--- config.mk ---
export PLATFORM = sky130hd
export DESIGN_NAME = dram_refresh_sched
export DESIGN_NICKNAME = d
export VERILOG_FILES = /design/src/rtl/dram_refresh_sched.sv
export SDC_FILE = /design/constraint.sdc
export NUM_CORES = 1
export LEC_CHECK = 0
export BUFFER_PORTS_ARGS = -buffer_cell sky130_fd_sc_hd__buf_2
export CAP_MARGIN = 0
export CORE_ASPECT_RATIO = 1.5
export CORE_MARGIN = 1.5
export CORE_UTILIZATION = 50
export CTS_CLUSTER_DIAMETER = 50
export DETAILED_ROUTE_END_ITERATION = 8
export MAX_ROUTING_LAYER = met4
export PLACE_DENSITY = 0.73
export SYNTH_ARGS = -nofsm -noshare
export SYNTH_HDL_FRONTEND = slang
export SYNTH_SLANG_ARGS = --single-unit
--- constraint.sdc ---
create_clock -name clk -period 2.85 [get_ports clk]
set_clock_uncertainty 0.05 [all_clocks]
set_input_delay 0.4275 -clock clk [delete_from_list [all_inputs] [get_ports clk]]
set_output_delay 0.4275 -clock clk [all_outputs]
set_load 0.02 [all_outputs]
--- src/rtl/dram_refresh_sched.sv ---
module dram_refresh_sched #(
  parameter int CLK_KHZ          = 125000,
  parameter int RETENTION_MS     = 64,
  parameter int REFRESH_COUNT    = 4096,
  parameter int TICK_CYCLES      = (CLK_KHZ * RETENTION_MS) / REFRESH_COUNT,
  parameter int ROW_BITS         = 12,
  parameter int BACKLOG_MAX      = 8,
  parameter int CAS_LEAD_CYCLES  = 1,
  parameter int RAS_LOW_CYCLES   = 4,
  parameter int PRECHARGE_CYCLES = 3,
  parameter bit RAS_ONLY         = 1'b0
) (
  input  logic                               clk,
  input  logic                               rst_n,
  input  logic                               ref_grant,
  output logic                               ref_req,
  output logic                               ref_urgent,
  output logic                               ref_active,
  output logic [$clog2(BACKLOG_MAX+1)-1:0]   backlog,
  output logic                               ras_n,
  output logic                               cas_n,
  output logic                               we_n,
  output logic [ROW_BITS-1:0]                row_addr
);
  localparam int TW    = $clog2(TICK_CYCLES + 1);
  localparam int BW    = $clog2(BACKLOG_MAX + 1);
  localparam int MAXA  = (CAS_LEAD_CYCLES > RAS_LOW_CYCLES) ? CAS_LEAD_CYCLES : RAS_LOW_CYCLES;
  localparam int MAXPH = (MAXA > PRECHARGE_CYCLES) ? MAXA : PRECHARGE_CYCLES;
  localparam int PW    = $clog2(MAXPH + 1);

  typedef enum logic [1:0] {ST_IDLE, ST_LEAD, ST_RAS, ST_PRE} state_t;

  state_t              state;
  logic [PW-1:0]       ph;
  logic [TW-1:0]       tmr;
  logic [ROW_BITS-1:0] row;
  logic                tick, full, done, inc;

  assign tick = (tmr == TW'(TICK_CYCLES - 1));
  assign full = (backlog == BW'(BACKLOG_MAX));
  assign done = (state == ST_PRE) && (ph == '0);
  assign inc  = tick && (!full || done);

  assign ref_req    = (state == ST_IDLE) && (backlog != '0);
  assign ref_urgent = full;
  assign ref_active = (state != ST_IDLE);
  assign ras_n      = (state != ST_RAS);
  assign cas_n      = RAS_ONLY ? 1'b1 : !((state == ST_LEAD) || (state == ST_RAS));
  assign we_n       = 1'b1;
  assign row_addr   = row;

  always_ff @(posedge clk) begin
    if (!rst_n) begin
      tmr     <= '0;
      backlog <= '0;
      state   <= ST_IDLE;
      ph      <= '0;
      row     <= '0;
    end else begin
      tmr <= tick ? '0 : tmr + 1'b1;
      if (inc && !done)      backlog <= backlog + 1'b1;
      else if (done && !inc) backlog <= backlog - 1'b1;
      case (state)
        ST_IDLE: if (ref_req && ref_grant) begin
          if (RAS_ONLY) begin
            state <= ST_RAS;
            ph    <= PW'(RAS_LOW_CYCLES - 1);
          end else begin
            state <= ST_LEAD;
            ph    <= PW'(CAS_LEAD_CYCLES - 1);
          end
        end
        ST_LEAD: if (ph == '0) begin
          state <= ST_RAS;
          ph    <= PW'(RAS_LOW_CYCLES - 1);
        end else ph <= ph - 1'b1;
        ST_RAS: if (ph == '0) begin
          state <= ST_PRE;
          ph    <= PW'(PRECHARGE_CYCLES - 1);
        end else ph <= ph - 1'b1;
        default: if (ph == '0) begin
          state <= ST_IDLE;
          if (RAS_ONLY) row <= row + 1'b1;
        end else ph <= ph - 1'b1;
      endcase
    end
  end

  assert_backlog_bound_R3: assert property (@(posedge clk) disable iff (!rst_n)
    backlog <= BW'(BACKLOG_MAX));
  assert_no_start_when_owed_none_R4: assert property (@(posedge clk) disable iff (!rst_n)
    (!ref_active && backlog == '0) |=> !ref_active);
  assert_strobes_inside_active_R7: assert property (@(posedge clk) disable iff (!rst_n)
    (!ras_n || !cas_n) |-> ref_active);
  assert_urgent_waits_R3: assert property (@(posedge clk) disable iff (!rst_n)
    (ref_urgent && !ref_active) |-> ref_req);

  generate
    if (RAS_ONLY) begin : g_ro_chk
      assert_cas_high_R6: assert property (@(posedge clk) disable iff (!rst_n)
        !ras_n |-> cas_n);
      assert_row_stable_R8: assert property (@(posedge clk) disable iff (!rst_n)
        !ras_n |=> (ras_n || $stable(row_addr)));
    end else begin : g_cbr_chk
      assert_cas_before_ras_R5: assert property (@(posedge clk) disable iff (!rst_n)
        $fell(ras_n) |-> (!cas_n && $past(!cas_n)));
      assert_row_idle_R8: assert property (@(posedge clk) disable iff (!rst_n)
        row_addr == '0);
    end
  endgenerate
endmodule

==> reports/results.ini, run 1 <==
[sta]
min_period_ns=2.49
finalSetupTns_ns=0
period_share_pct=87.5
setup_viol=0
rsz0062_at_grt=no
hold_viol=0
fin_ws_ns=0.357
max_freq_mhz=401
hold-worst-slack_ns=0.419
slew_viol_final=0

[synth]
synthArstFlopShare_pct=0
synth_top_family_by_area=simple AND/OR/NAND/NOR gates
synthSimpleGateAreaFrac_pct=18.8
ys_ff_latch=20
synth_xor_area_share_pct=6.75
netlist_area_um2=1300
yosys_warnings=0
muxShareOfSynthArea_pct=3.09
yosys.area_share.adder_pct=13.1
synth_flop_cell=dfxtp_1
synth.avg_cell_area_um2=8.54
synth_cells=152
ys_types=40
yosysSeqAreaShare_pct=30.9
synth-edff-count=0
synth_compound_area_share_pct=14.3

[cts]
htree_levels=1
cts_setup_buffers=0
cts_tree=built
clock_sinks=20
cts_resized=0
cts_hold_buffers=0
cts_buffers=3
cts_root_buf=clkbuf_4
clk_path_buf_depth=2
cts.reportedPaths.clkPinSlew_ns=0.12
clkLatencyLatePin_ns=0.31

[placement]
dp_hpwl_mm=1.72
io_buffers=11
placed_cells=181
place_ws_ns=0.402
gp_congestion=0.840

[drt]
routed-via-count=988
drc_errors=0
ant_nets=0
wl_met2_mm=1.24
drt-pass1-iter-count=4
wire_per_inst_um=11.9
drt-met1-wl_um=862
viasPerCell=5.34
routed.top_layer=met4
first_iter_violations=14
met3_length_um=55
drt_wl_total_mm=2.21

[power]
p_sw_share_pct=30.7
power_density_nw_per_um2=527
clkPwrFrac_pct=32.3
p_leak_nw=0.613
peakVddDrop_mv=0.324
power_frac_seq_pct=42.2
comb_power_share_pct=25.5
power.internal_mw=0.498
switchingPower_mw=0.221

[grt]
grt_pass1_vias=927
grt_usage_pct=17.3
grt_antenna_before_repair=0
overflow=0
grt_pass1_wl_mm=3.67
grt_max_degree=20

[run]
drv_cap=0

[critical_path]
cp_common_cell=ha_1
path_class=register to register
cp-start-kind=register
startpoint=ph[0]
worstPathMaxFanout=4
reg2reg_from=ph[0]
path_delay_family=adder cells
path_cells=inv_1 > ha_1 > nor2b_1 > nand2_1 > a21oi_1 > ha_1 > inv_1 > ha_1 > a21oi_1 > a211oi_1 > a31oi_1 > mux2i_1
worstPathArrival_ns=2.68
endpoint_kind=register
critPathRequiredTime_ns=3.04
cp_num_buf_inv=2
cpPeakStageDelay_ns=0.33
crit_slowest_cell=dfxtp_1

[floorplan]
die_h_um=65.4
io_pins=25
coreArea_um2=2450
placementRows=22
initial_core_util_pct=53.0
die_w_um=44.6
die_area_um2=2920

[final_layout]
instances_no_fill=185
area_growth_pct=5.01
drive_gt1_share_pct=11.2
layout.nets=178
diodes=0

[status]
status=complete, no violations

[worst_hold_path]
hold_path_class=register to register
min_from=ph[1]

-- metal layers --
metal	up-vias	track usage, %
met2	14	32.4
met4	0	8.33
met1	458	15.7
li1	511	-
met5	-	-
met3	5	3.30
-- cells in the mapped netlist, types with 2 or more instances --
library cell / count / share of area (%)
mux2i_1: 4 / 3.1
nand4_1: 3 / 1.4
nand2_1: 12 / 3.5
and3_1: 2 / 0.96
clkbuf_1: 3 / 0.87
a21oi_1: 7 / 2.7
inv_1: 13 / 3.8
nor2b_1: 3 / 1.4
conb_1: 2 / 0.58
nor3_1: 3 / 1.2
nor2_1: 11 / 3.2
xnor2_1: 3 / 2.0
and2_1: 4 / 1.9
xor2_1: 7 / 4.7
dfxtp_1: 20 / 31
buf_4: 13 / 7.5
o21ai_0: 5 / 1.9
nand3_1: 4 / 1.5
ha_1: 12 / 12
-- path summary, 6_finish.rpt --
path | to | slack [ns] | depth (start not counted)
setup / recovery | backlog[3] | 0.36 | 12
hold / removal | ph[1] | 0.42 | 2
setup reg to reg | backlog[3] | 0.36 | 12
hold reg to reg | ph[1] | 0.42 | 2
-- worst reg2reg max path, delay by kind of cell, from the launching register on --
family / cells / cell delay (ns)
and+or+nand+nor: 2 / 0.34
buffers and inverters: 2 / 0.18
AOI/OAI and AO/OA: 4 / 0.61
DFF: 1 / 0.33
adders and majority gates: 3 / 0.69
muxes: 1 / 0.20
-- power by group through the flow --
stage / combinational [mW] / sequential [mW] / clock [mW]
5_1_grt: 0.202 / 0.305 / 0.253
4_1_cts: 0.183 / 0.304 / 0.235
2_1_floorplan: 0.161 / 0.307 / 0
6_report: 0.183 / 0.303 / 0.232
3_5_place_dp: 0.182 / 0.310 / 0
3_3_place_gp: 0.178 / 0.309 / 0
-- metrics by stage --
step | cell area [um2] | util (%) | power, mW
final | 1360 | 55.6 | 0.719
after floorplan | 1340 | - | 0.468
after global routing | 1360 | 55.6 | 0.759
after global placement | 1310 | 53.5 | 0.486
after detailed placement | 1310 | 53.5 | 0.492
after CTS | 1360 | 55.6 | 0.722
-- cell families after synthesis --
group | Yosys count
compound gates | 25
xor+xnor | 10
fa+ha+maj | 13
buf+inv | 30
flops | 20
mux | 4
other cells | 2
simple gates | 48
-- layout make-up --
class / instances / area [um2]
Tap cell: 24 / 30.0
Timing Repair Buffer: 11 / 55.1
Fill cell: 248 / 1090
Inverter: 13 / 48.8
Clock inverter: 1 / 30.0
Multi-Input combinational cell: 113 / 776
Clock buffer: 3 / 22.5
Sequential cell: 20 / 400
-- state kept, by name, indices dropped and copies added (netlist names) --
name,cells
state,2
backlog,4
tmr,11
ph,3
-- layout by cell type, fill, tap and decap left out, drive strengths merged, types with 2 or more instances in the layout --
master,instances
a21oi,7
and2,4
and3,2
buf,11
clkbuf,3
conb,13
dfxtp,20
ha,12
inv,13
mux2i,4
nand2,13
nand3,4
nand4,3
nor2,11
nor2b,3
nor3,3
o21ai,6
o31a,2
o41ai,2
xnor2,3
xor2,7
Power figures use the tool's default switching activity.
==> run 2: changes to the inputs <==
Settings changed: CORE_MARGIN 1.5 to 4.
==> run 2 against run 1 <==
  * Global-route usage decreased by 2.3 points
  * Maximum frequency decreased by 1.2%
  * Sequential cell count unchanged
  * Wire length increased by 10%
  * Clock-buffer cell count increased by 1
  * Register-to-register slack got worse by 0.03 ns
  * Clock power decreased by 28%
  * Sequential power about the same
  * Final area decreased by 1.2%
  * Worst setup slack got worse by 0.031 ns
  * Sequential share of layout area increased by 0.36 points
  * Highest routed layer unchanged
==> reports/results.ini, run 2 (same netlist as run 1, synthesis figures left out) <==
[final_layout]
fillers=233
drive_gt1_share_pct=11.2
area_growth_pct=3.76
diodes=0
top_regs=tmr (11), backlog (4), ph (3)
largest_reg_flops=11
regMostFlops=tmr
multiInputGateArea_um2=776
layout.nets=178
seq_area_um2=400
layout_common_cells=dfxtp_1, inv_1, conb_1
layout_commonest_cell=dfxtp_1

[run]
drv_cap=0

[grt]
grt_usage_pct=15.0
overflow=0
grt_pass1_vias=1005
grt_antenna_before_repair=0
grt_pass1_wl_mm=4.06
grt_max_degree=20

[power]
p_sw_share_pct=33.6
p_leak_nw=0.606
peakVddDrop_mv=0.393
clkPwrFrac_pct=25.3
finalPower_mw=0.654
power_frac_seq_pct=46.4
switchingPower_mw=0.220
power_density_nw_per_um2=486
comb_power_share_pct=28.3
power.internal_mw=0.434

[drt]
viasPerCell=5.48
drt_wl_total_mm=2.43
drt-pass1-iter-count=4
wire_per_inst_um=13.1
first_iter_violations=43
routed-via-count=1013
ant_nets=0
drc_errors=0

[placement]
gp_congestion=0.753
dp_hpwl_mm=1.90
io_buffers=11

[sta]
max_freq_mhz=396
hold-worst-slack_ns=0.416
rsz0062_at_grt=no
finalSetupTns_ns=0
min_period_ns=2.52
slew_viol_final=0
hold_viol=0
period_share_pct=88.5
setup_viol=0

[worst_hold_path]
hold-path-endpoint=ph[1]
min_from=ph[1]
hold_path_class=register to register
whs_path_depth=2

[critical_path]
critPathRequiredTime_ns=3.04
crit_slowest_cell=dfxtp_1
reg2regPathDepth=12
ff2ff_setup_slack_ns=0.33
reg2reg_from=ph[0]
endpoint_kind=register
cp-start-kind=register
path_cells=inv_1 > ha_1 > nor2b_1 > nand2_1 > a21oi_1 > ha_1 > inv_1 > ha_1 > a21oi_1 > a211oi_1 > a31oi_1 > mux2i_1
path_class=register to register
worstPathMaxFanout=4
cp_common_cell=ha_1
worstPathArrival_ns=2.71
cpPeakStageDelay_ns=0.33
r2r_end=backlog[3]
startpoint=ph[0]

[floorplan]
coreArea_um2=2480
die_area_um2=3490
placementRows=22
die_h_um=70.4
initial_core_util_pct=52.4
io_pins=25
die_w_um=49.6

[cts]
cts_root_buf=clkbuf_4
cts_resized=0
cts.reportedPaths.clkPinSlew_ns=0.12
cts_setup_buffers=0
htree_levels=1
clkLatencyLatePin_ns=0.30
cts_hold_buffers=0
clock_sinks=20
clk_path_buf_depth=2
cts_buffers=3
cts_tree=built

[status]
status=complete, no violations

[run 2: cell count changes in the layout (fill, tap and decap cells not counted), sizes merged]
cell / before / now
bufinv: 1 / 0
clkbuf: 3 / 4
[run 2: worst max-delay path by stage]
stage | to | slack, ns | depth (start not counted)
global placement | backlog[3] | 0.49 | 12
global route | backlog[3] | 0.08 | 12
floorplan | backlog[3] | 0.48 | 10
detailed placement | backlog[3] | 0.38 | 12
finish | backlog[3] | 0.33 | 12
CTS | backlog[3] | 0.33 | 12
[run 2: layout make-up]
class | count | share of cell area [%]
clock buffers | 4 | 2.70
inverters | 13 | 3.62
multi-input cells | 113 | 57.6
flip-flops and latches | 20 | 29.7
well taps | 24 | 2.23
repair buffers | 11 | 4.09
[run 2: layer usage]
| metal | GRT usage (%) | up-vias | wire length [um] |
|---|---|---|---|
| li1 | - | 507 | - |
| met4 | 8.31 | 0 | 19 |
| met3 | 2.56 | 4 | 74 |
| met5 | - | - | 0 |
| met2 | 28.7 | 16 | 1430 |
| met1 | 13.3 | 486 | 900 |
[run 2: worst max-delay path, delay by kind of cell (launching register included)]
family / cells / cell delay (ns)
buffers and inverters: 2 / 0.18
multiplexers: 1 / 0.22
AND/OR/NAND/NOR: 2 / 0.36
flip-flops: 1 / 0.33
adder cells (fa/ha/maj): 3 / 0.68
AO/OA/AOI/OAI: 4 / 0.63
[run 2: through the flow]
stage / utilization (%) / setup slack, ns / cells / cell area, um2
CTS: 54.3 / 0.334 / 185 / 1350
finish: 54.3 / 0.327 / 185 / 1350
global placement: 52.9 / 0.490 / 181 / 1310
global route: 54.3 / 0.0824 / 185 / 1350
floorplan: - / 0.475 / 163 / 1340
detailed placement: 52.9 / 0.376 / 181 / 1310
[run 2: power by group through the flow]
| stage | sequential (mW) | combinational, mW | clock, mW |
|---|---|---|---|
| after CTS | 0.303 | 0.185 | 0.175 |
| after floorplan | 0.307 | 0.161 | 0 |
| after global placement | 0.308 | 0.179 | 0 |
| after detailed placement | 0.309 | 0.185 | 0 |
| after global routing | 0.305 | 0.206 | 0.183 |
| final | 0.303 | 0.185 | 0.166 |
